$ cat src/rtl/tfa_pkg.sv
package tfa_pkg;
  typedef enum logic [1:0] {
    FMT_NONE = 2'd0,
    FMT_NEG  = 2'd1,
    FMT_POS  = 2'd2,
    FMT_WIDE = 2'd3
  } fmt_e;
endpackage

$ cat src/rtl/tfa_edge_sampler.sv
module tfa_edge_sampler (
  input  logic clk,
  input  logic rst,
  input  logic mclk_in,
  output logic rise,
  output logic fall
);
  logic mclk_q;

  always_ff @(posedge clk) begin
    if (rst) mclk_q <= 1'b0;
    else     mclk_q <= mclk_in;
  end

  assign rise = mclk_in & ~mclk_q;
  assign fall = ~mclk_in & mclk_q;
endmodule

$ cat src/rtl/tfa_format_lock.sv
module tfa_format_lock
  import tfa_pkg::*;
#(
  parameter int FRAME_BITS = 256,
  localparam int MISS_LIMIT = 2 * FRAME_BITS,
  localparam int MISS_W = $clog2(MISS_LIMIT + 1)
) (
  input  logic clk,
  input  logic rst,
  input  logic rise,
  input  logic fall,
  input  logic fp,
  input  logic wide,
  output logic frame_evt,
  output logic drop,
  output fmt_e fmt_o,
  output logic locked_o
);
  localparam logic [MISS_W-1:0] MISS_LAST = MISS_W'(MISS_LIMIT);

  logic fpf_prev, fpr_prev, mode_q, locked_q;
  fmt_e fmt_q, fmt_nx;
  logic [MISS_W-1:0] miss_q;
  logic neg_evt, pos_evt, wid_evt, mode_chg, bnd_edge, miss_out;

  assign neg_evt  = fall & fpf_prev & ~fp;
  assign pos_evt  = rise & ~fpr_prev & fp;
  assign wid_evt  = fall & ~fpf_prev & fp;
  assign mode_chg = wide ^ mode_q;
  assign bnd_edge = (fmt_q == FMT_POS) ? rise : fall;

  always_comb begin
    frame_evt = 1'b0;
    fmt_nx    = fmt_q;
    if (!mode_chg) begin
      if (wide) begin
        frame_evt = wid_evt;
        fmt_nx    = FMT_WIDE;
      end else begin
        unique case (fmt_q)
          FMT_NONE: begin
            if (neg_evt) begin
              frame_evt = 1'b1;
              fmt_nx    = FMT_NEG;
            end else if (pos_evt) begin
              frame_evt = 1'b1;
              fmt_nx    = FMT_POS;
            end
          end
          FMT_NEG: frame_evt = neg_evt;
          FMT_POS: frame_evt = pos_evt;
          default: frame_evt = 1'b0;
        endcase
      end
    end
  end

  assign miss_out = locked_q & bnd_edge & ~frame_evt & ~mode_chg & (miss_q == MISS_LAST);
  assign drop     = mode_chg | miss_out;

  always_ff @(posedge clk) begin
    if (rst) begin
      fpf_prev <= 1'b0;
      fpr_prev <= 1'b1;
      mode_q   <= 1'b0;
      fmt_q    <= FMT_NONE;
      locked_q <= 1'b0;
      miss_q   <= '0;
    end else begin
      mode_q <= wide;
      if (fall) fpf_prev <= fp;
      if (rise) fpr_prev <= fp;
      if (drop) begin
        fmt_q    <= FMT_NONE;
        locked_q <= 1'b0;
        miss_q   <= '0;
      end else if (frame_evt) begin
        fmt_q    <= fmt_nx;
        locked_q <= 1'b1;
        miss_q   <= '0;
      end else if (locked_q && bnd_edge) begin
        miss_q <= miss_q + 1'b1;
      end
    end
  end

  assign fmt_o    = fmt_q;
  assign locked_o = locked_q;

  assert_fmt_hold_R8: assert property (@(posedge clk) disable iff (rst)
    (locked_q && !drop) |=> $stable(fmt_q));

  assert_miss_bound_R9: assert property (@(posedge clk) disable iff (rst)
    miss_q <= MISS_LAST);

  assert_mode_drop_R11: assert property (@(posedge clk) disable iff (rst)
    mode_chg |=> !locked_q);
endmodule

$ cat src/rtl/tfa_bit_timer.sv
module tfa_bit_timer #(
  parameter int BITS_PER_CHAN = 8,
  parameter int CHANS = 32,
  localparam int BIT_W = $clog2(BITS_PER_CHAN),
  localparam int CH_W = $clog2(CHANS)
) (
  input  logic             clk,
  input  logic             rst,
  input  logic             rise,
  input  logic             fall,
  input  logic             frame_evt,
  input  logic             drop,
  input  logic             locked,
  input  logic             sdata,
  output logic             bnd_stb,
  output logic             smp_stb,
  output logic             rx_bit,
  output logic [BIT_W-1:0] bit_cnt,
  output logic [CH_W-1:0]  chan_cnt
);
  localparam logic [BIT_W-1:0] BIT_LAST = BIT_W'(BITS_PER_CHAN - 1);
  localparam logic [CH_W-1:0]  CH_LAST  = CH_W'(CHANS - 1);

  logic [1:0] phase_q;
  logic       any_edge;

  assign any_edge = rise | fall;

  always_ff @(posedge clk) begin
    if (rst) begin
      phase_q  <= 2'd0;
      bit_cnt  <= '0;
      chan_cnt <= '0;
      bnd_stb  <= 1'b0;
      smp_stb  <= 1'b0;
      rx_bit   <= 1'b0;
    end else begin
      bnd_stb <= 1'b0;
      smp_stb <= 1'b0;
      if (drop) begin
        phase_q  <= 2'd0;
        bit_cnt  <= '0;
        chan_cnt <= '0;
      end else if (any_edge && frame_evt) begin
        phase_q  <= 2'd0;
        bit_cnt  <= '0;
        chan_cnt <= '0;
        bnd_stb  <= 1'b1;
      end else if (any_edge && locked) begin
        phase_q <= phase_q + 2'd1;
        if (phase_q == 2'd3) begin
          bnd_stb <= 1'b1;
          if (bit_cnt == BIT_LAST) begin
            bit_cnt  <= '0;
            chan_cnt <= (chan_cnt == CH_LAST) ? '0 : chan_cnt + 1'b1;
          end else begin
            bit_cnt <= bit_cnt + 1'b1;
          end
        end
        if (phase_q == 2'd2) begin
          smp_stb <= 1'b1;
          rx_bit  <= sdata;
        end
      end
    end
  end

  assert_strobe_excl_R5: assert property (@(posedge clk) disable iff (rst)
    !(bnd_stb && smp_stb));

  assert_sample_single_R5: assert property (@(posedge clk) disable iff (rst)
    smp_stb |=> !smp_stb);

  assert_bnd_single_R4: assert property (@(posedge clk) disable iff (rst)
    bnd_stb |=> !bnd_stb);
endmodule

$ cat src/rtl/tdm_frame_aligner.sv
module tdm_frame_aligner
  import tfa_pkg::*;
#(
  parameter int BITS_PER_CHAN = 8,
  parameter int CHANS = 32,
  localparam int BIT_W = $clog2(BITS_PER_CHAN),
  localparam int CH_W = $clog2(CHANS)
) (
  input  logic             clk,
  input  logic             rst,
  input  logic             mclk_in,
  input  logic             fp_in,
  input  logic             wide_mode,
  input  logic             sdata_in,
  output logic [1:0]       fmt_code,
  output logic             locked,
  output logic             bit_strobe,
  output logic             sample_strobe,
  output logic             rx_bit,
  output logic [BIT_W-1:0] bit_cnt,
  output logic [CH_W-1:0]  chan_cnt
);
  localparam int FRAME_BITS = BITS_PER_CHAN * CHANS;

  logic rise, fall, frame_evt, drop;
  fmt_e fmt;

  tfa_edge_sampler u_edge (
    .clk     (clk),
    .rst     (rst),
    .mclk_in (mclk_in),
    .rise    (rise),
    .fall    (fall)
  );

  tfa_format_lock #(.FRAME_BITS(FRAME_BITS)) u_lock (
    .clk       (clk),
    .rst       (rst),
    .rise      (rise),
    .fall      (fall),
    .fp        (fp_in),
    .wide      (wide_mode),
    .frame_evt (frame_evt),
    .drop      (drop),
    .fmt_o     (fmt),
    .locked_o  (locked)
  );

  tfa_bit_timer #(.BITS_PER_CHAN(BITS_PER_CHAN), .CHANS(CHANS)) u_timer (
    .clk       (clk),
    .rst       (rst),
    .rise      (rise),
    .fall      (fall),
    .frame_evt (frame_evt),
    .drop      (drop),
    .locked    (locked),
    .sdata     (sdata_in),
    .bnd_stb   (bit_strobe),
    .smp_stb   (sample_strobe),
    .rx_bit    (rx_bit),
    .bit_cnt   (bit_cnt),
    .chan_cnt  (chan_cnt)
  );

  assign fmt_code = fmt;

  assert_lock_start_R2: assert property (@(posedge clk) disable iff (rst)
    $rose(locked) |-> (bit_strobe && bit_cnt == '0 && chan_cnt == '0));

  assert_unlocked_quiet_R9: assert property (@(posedge clk) disable iff (rst)
    !locked |-> (!bit_strobe && !sample_strobe));
endmodule

$ cat config.mk
export PLATFORM = sky130hd
export DESIGN_NAME = tdm_frame_aligner
export DESIGN_NICKNAME = d
export VERILOG_FILES = /design/src/rtl/tfa_pkg.sv /design/src/rtl/tfa_edge_sampler.sv /design/src/rtl/tfa_format_lock.sv /design/src/rtl/tfa_bit_timer.sv /design/src/rtl/tdm_frame_aligner.sv
export SDC_FILE = /design/constraint.sdc
export NUM_CORES = 1
export LEC_CHECK = 0
export BUFFER_PORTS_ARGS = -buffer_cell sky130_fd_sc_hd__buf_4
export CAP_MARGIN = 25
export CELL_PAD_IN_SITES_DETAIL_PLACEMENT = 1
export CELL_PAD_IN_SITES_GLOBAL_PLACEMENT = 1
export CORE_ASPECT_RATIO = 0.8
export CORE_MARGIN = 5
export CORE_UTILIZATION = 38
export DETAILED_ROUTE_END_ITERATION = 8
export GPL_ROUTABILITY_DRIVEN = 0
export PLACE_DENSITY = 0.76
export SLEW_MARGIN = 10
export SYNTH_ARGS = -nofsm -noshare
export SYNTH_HDL_FRONTEND = slang
export SYNTH_SLANG_ARGS = --single-unit
$ cat constraint.sdc
create_clock -name clk -period 1.63 [get_ports clk]
set_clock_uncertainty 0.05 [all_clocks]
set_input_delay 0.163 -clock clk [delete_from_list [all_inputs] [get_ports clk]]
set_output_delay 0.163 -clock clk [all_outputs]
set_load 0.05 [all_outputs]
Word-level counts from Yosys, hierarchy flattened. Index checks and enable logic that the tools add are counted. Widths: inputs -> output; s select.

$add $sub $neg: 4. $mul: 0. Divide/modulo/power cells: 0. $lt $le $gt $ge: 0. Equality and inequality tests: 7. Shifts and indexed selects: 0. Mux-type cells: 16. Bitwise gates (word level): 25. Reductions and logical operators: 14.

Operators by type and width (count): $and 1x1->1 (12); $add 10x1->10 const B (1); $eq 10x10->1 const B (1); $not 1->1 (10); $mux 1 (9); $mux 2 (4); $reduce_and 4->1 (2); $eq 2x2->1 const B (3); $reduce_or 3->1 (2); $add 5x1->5 const B (1); $eq 5x5->1 const B (1); $mux 5 (1); $reduce_or 4->1 (1); $add 3x1->3 const B (1); $eq 3x3->1 const B (1); $logic_and 1x1->1 (3); $mux 3 (1); $pmux 1 s3 (1); $reduce_and 3->1 (1); $reduce_bool 3->1 (1); $add 2x1->2 const B (1); $eq 2x1->1 const B (1); $logic_not 2->1 (1); $or 1x1->1 (2); 4 further kinds (4).

Bits in registers: 30. Bits in latches: 0. RAM bits: 0. ROM bits: 0. Bits of input ports: 6. Output and inout bits: 14. Memories: 0.

Logic depth before layout (Yosys ltp).
Word-level depth: 16. Depth in mapped cells: 9.

Cells and area by module. A second synthesis with hierarchy kept.

Cells, all modules: 166. Area, all modules: 1517.7 µm².

Modules (own cells, without submodules): tfa_format_lock (times used 1, cells an instance 96, area each 865.8 µm², sequential area each 320.3 µm²); tfa_bit_timer (times used 1, cells an instance 66, area each 613.1 µm², sequential area each 260.2 µm²); tfa_edge_sampler (times used 1, cells an instance 4, area each 38.8 µm², sequential area each 20.0 µm²).

Worst setup path before layout. No wires, ideal clock.

Path type: register to register. Start: reg u_timer.bit_cnt[0]. End: reg u_timer.chan_cnt[2]. Library setup time: 70 ps. Data arrival time: 1807 ps. Path slack: -297 ps. Cell stages (with the launch flop): 6. Path buffers: 0. Cell sequence: dfxtp_1 -> ha_1 -> ha_1 -> nand3_2 -> or4b_1 -> a21oi_1.

Cells in the longest elaborated chain, start to end: 2.

RTL lines: start: declaration (RTL line tfa_bit_timer.sv:18) `output logic [BIT_W-1:0] bit_cnt,`; start signal: assignment (RTL line tfa_bit_timer.sv:57) `bit_cnt <= bit_cnt + 1'b1;`; $eq 3x3->1 (RTL line tfa_bit_timer.sv:53) `if (bit_cnt == BIT_LAST) begin`; $reduce_and 3->1 (no line); end signal: assignment (RTL line tfa_bit_timer.sv:55) `chan_cnt <= (chan_cnt == CH_LAST) ? '0 : chan_cnt + 1'b1;`; end: declaration (RTL line tfa_bit_timer.sv:19) `output logic [CH_W-1:0] chan_cnt`.

Every way passes these cells. A chain may end at the register's enable or synchronous reset.

Final worst setup path.
Start: reg u_lock.miss_q[0]. End: reg u_lock.fmt_q[0] (netlist: u_lock.fmt_o[0]).

Cells in the longest elaborated chain, start to end: 4.

RTL lines: start: declaration (RTL line tfa_format_lock.sv:23) `logic [MISS_W-1:0] miss_q;`; start signal: assignment (RTL line tfa_format_lock.sv:82) `miss_q <= miss_q + 1'b1;`; $eq 10x10->1 (RTL line tfa_format_lock.sv:58) `assign miss_out = locked_q & bnd_edge & ~frame_evt & ~mode_chg & (miss_q == MISS_LAST);`; $and 1x1->1 (RTL line tfa_format_lock.sv:58); $or 1x1->1 (RTL line tfa_format_lock.sv:59) `assign drop = mode_chg | miss_out;`; $reduce_or 2->1 (no line); end signal: assignment (RTL line tfa_format_lock.sv:78) `fmt_q <= fmt_nx;`; end: declaration (RTL line tfa_format_lock.sv:22) `fmt_e fmt_q, fmt_nx;`.

Every way passes these cells.

==> results.py <==
metrics = {
    "outcome": {
        "status": "finished with violations",
        "failed_checks": "setup timing",
    },
    "global_route": {
        "grt_use_met2": 0.357,
        "grtUsageMet1": 0.237,
        "grt_pass1_wl_um": 8270,
        "antenna_found_initial": 0,
        "grt_usage": 0.202,
        "grt_pass1_vias": 1670,
        "overflow": 0,
        "top_usage_layer": "met2",
        "grt_max_degree": 12,
        "met3_usage": 0.0595,
    },
    "placed_design": {
        "portBuffers": 19,
        "dp_slack_ns": -0.219,
        "placed_area_um2": 1970,
        "hpwl_um": 3210,
    },
    "clocking": {
        "clk_pin_slew_ns": 0.06,
        "htree_levels": 2,
        "clockBufferDepth": 2,
        "tritoncts": "built",
        "insertion_delay_ns": 0.28,
        "cts_inserted_buffers": 5,
        "cts.sinks": 30,
        "cts_root_buf": "clkbuf_8",
    },
    "worst_setup_path": {
        "worst_ep_arrival_time_ns": 1.89,
        "required_ns": 1.75,
        "critPathSlowestCell": "o32a_4",
        "crit_family": "compound AO/OA/AOI/OAI gates",
        "crit_chain": "inv_2 > ha_4 > nor4b_4 > nand4_1 > o32a_4 > buf_4 > buf_6 > a2bb2oi_2 > nor2_1",
        "critPathKind": "flop to flop",
        "r2r_start": "u_lock.miss_q[0]$_SDFFE_PP0P_",
        "critPathMaxStageDelay_ns": 0.38,
        "path_buf_inv": 3,
        "crit_path_start_kind": "flop",
        "path_max_fanout": 5,
        "worstSetupStartpoint": "u_lock.miss_q[0]$_SDFFE_PP0P_",
        "end_kind": "flop",
    },
    "cells_and_area": {
        "drive_gt1_frac": 0.429,
        "fin_nets": 246,
        "areaGrowthSynthToFinish_pct": 46.5,
        "final_cell_mix": "46 x buf_4, 24 x nor2_1, 19 x dfxtp_1",
        "final_util": 0.586,
        "final_common_cell": "buf_4",
        "n_antenna_cell": 0,
        "final_area_um2": 2260,
    },
    "timing": {
        "slew_violations": 0,
        "holdWs_ns": 0.0698,
        "finalCriticalPeriod_ns": 1.77,
        "worstMarginPinSlew_ns": 0.364,
        "max_slew_margin": 0.754,
        "finalSetupViolations": 26,
        "hold_violations": 0,
        "timing.fmax_ghz": 0.565,
        "rsz0062_at_grt": "true",
        "setup_slack_ns": -0.141,
        "finalCritPeriodShare": 1.09,
    },
    "pwr": {
        "ir_drop_uv": 439,
        "leakagePower_nw": 0.891,
        "fin_total_pwr_mw": 1.45,
        "p_per_area_nw_per_um2": 644,
    },
    "yosys": {
        "ys_seq_area_frac": 0.390,
        "yosys.cell_types.count": 37,
        "yosys_warnings": 0,
        "synth-seq-cells": 30,
        "synth.net_count": 192,
        "synthCells": 176,
        "syn_avg_cell_area_um2": 8.75,
        "syn-cell-area_um2": 1540,
    },
    "route": {
        "drc": 0,
        "wl_um": 4860,
        "vias": 1490,
        "viasPerCell": 5.21,
        "antenna_left": 0,
        "drtIter0Drc": 56,
        "dr.pass1.iters": 4,
        "wl_per_cell_um": 17.0,
    },
    "min_path": {
        "hp-class": "primary input to flop",
        "min_from": "rst",
    },
    "floorplanning": {
        "start_util": 0.400,
        "io_pins": 20,
        "die-area_um2": 5430,
        "rows": 20,
        "die_x_um": 81.2,
        "die_h_um": 66.9,
        "core_area_um2": 3850,
    },
    "job": {
        "drv_cap": 0,
    },
}
## final cells by class
cell class | count | area (µm²)
Clock buffer | 8 | 80.1
Fill cell | 465 | 1600
Inverter | 9 | 33.8
Multi-Input combinational cell | 131 | 1020
Sequential cell | 30 | 629
Tap cell | 55 | 68.8
Timing Repair Buffer | 53 | 424
## worst reg2reg max path, cell delays in order, from the launching register on
cell       delay, ns
dfxtp_2         0.32
inv_2           0.07
ha_4            0.12
nor4b_4         0.18
nand4_1         0.13
o32a_4          0.38
buf_4           0.16
buf_6           0.11
a2bb2oi_2       0.10
nor2_1          0.04
## final timing paths
path / to / depth (start not counted) / slack, ns
setup reg to reg: u_lock.fmt_o[0]$_SDFFE_PP0P_ / 9 / -0.14
hold reg to reg: u_timer.rx_bit$_SDFFE_PP0P_ / 2 / 0.44
setup / recovery: u_lock.fmt_o[0]$_SDFFE_PP0P_ / 9 / -0.14
hold / removal: u_lock.fmt_o[1]$_SDFFE_PP0P_ / 2 / 0.07
## routing by layer
| metal | part of all wire | wire (µm) |
|---|---|---|
| met5 | 0 | 0 |
| met4 | 0.013 | 63 |
| met3 | 0.054 | 261 |
| met2 | 0.52 | 2520 |
| met1 | 0.42 | 2020 |
## sequential cells by signal (all words and copies together), names as in the netlist
signal and flops:
u_lock.miss_q 10, u_lock.fmt_o 2, u_timer.phase_q 2, u_lock.fpr_prev 1
u_timer.smp_stb 1, u_lock.fpf_prev 1, u_lock.locked_o 1, u_timer.bnd_stb 1
u_edge.mclk_q 1, u_timer.chan_cnt 5, u_timer.rx_bit 1, u_timer.bit_cnt 3
u_lock.mode_q 1
## timing repair
item	in CTS	in global routing
gates resized for setup	25	9
setup buffers	4	2
hold buffers	0	0
pin swaps	12	3
gates cloned	2	0
endpoints found under the setup margin	26	26
## Yosys cell counts
master,instances,area share
a31oi_4,1,0.014
or2b_1,1,0.0049
nor3b_1,2,0.0097
a211oi_1,1,0.0049
mux2i_1,5,0.032
nand2_1,17,0.041
clkbuf_1,2,0.0049
o21ai_2,1,0.0057
nand3_2,1,0.0065
o211a_1,1,0.0065
nand3_1,6,0.019
a21oi_1,13,0.042
xnor2_1,9,0.051
nor2b_1,3,0.012
a21o_1,1,0.0049
o21ai_0,3,0.0097
or4b_1,1,0.0065
nor4b_1,3,0.017
and4bb_2,2,0.016
a31oi_1,1,0.0041
o32a_1,1,0.0065
nand2b_1,1,0.0041
and3_1,2,0.0081
buf_6,3,0.022
dfxtp_1,30,0.39
nand4_1,4,0.016
and2_1,2,0.0081
or3_1,2,0.0081
buf_4,2,0.0097
nor3_1,6,0.019
nor4_1,2,0.0081
nor4b_2,1,0.0097
a2bb2oi_1,1,0.0057
o221ai_1,1,0.0057
nor2_1,25,0.061
ha_1,10,0.081
inv_1,9,0.022
## kinds of logic after synthesis
| group | after synthesis | synth area share |
|---|---|---|
| XOR/XNOR | 9 | 0.0512 |
| AO/OA/AOI/OAI | 25 | 0.110 |
| buffers and inverters | 16 | 0.0585 |
| flip-flops | 30 | 0.390 |
| AND/OR/NAND/NOR | 81 | 0.277 |
| multiplexers | 5 | 0.0325 |
| adder cells (fa/ha/maj) | 10 | 0.0812 |
## through the flow
step | setup TNS, ns | instances
3_3_place_gp | -2.44 | 270
6_report | -2.60 | 286
4_1_cts | -1.52 | 284
5_1_grt | -5.17 | 286
3_5_place_dp | -4.30 | 270
2_1_floorplan | -0.549 | 176
## report_power, final
| part | switching [mW] | internal [mW] | total (mW) |
|---|---|---|---|
| Combinational | 0.0757 | 0.0650 | 0.141 |
| Sequential | 0.00490 | 0.729 | 0.734 |
| Clock | 0.276 | 0.303 | 0.579 |
No activity file was read; power rests on OpenSTA's default activity.
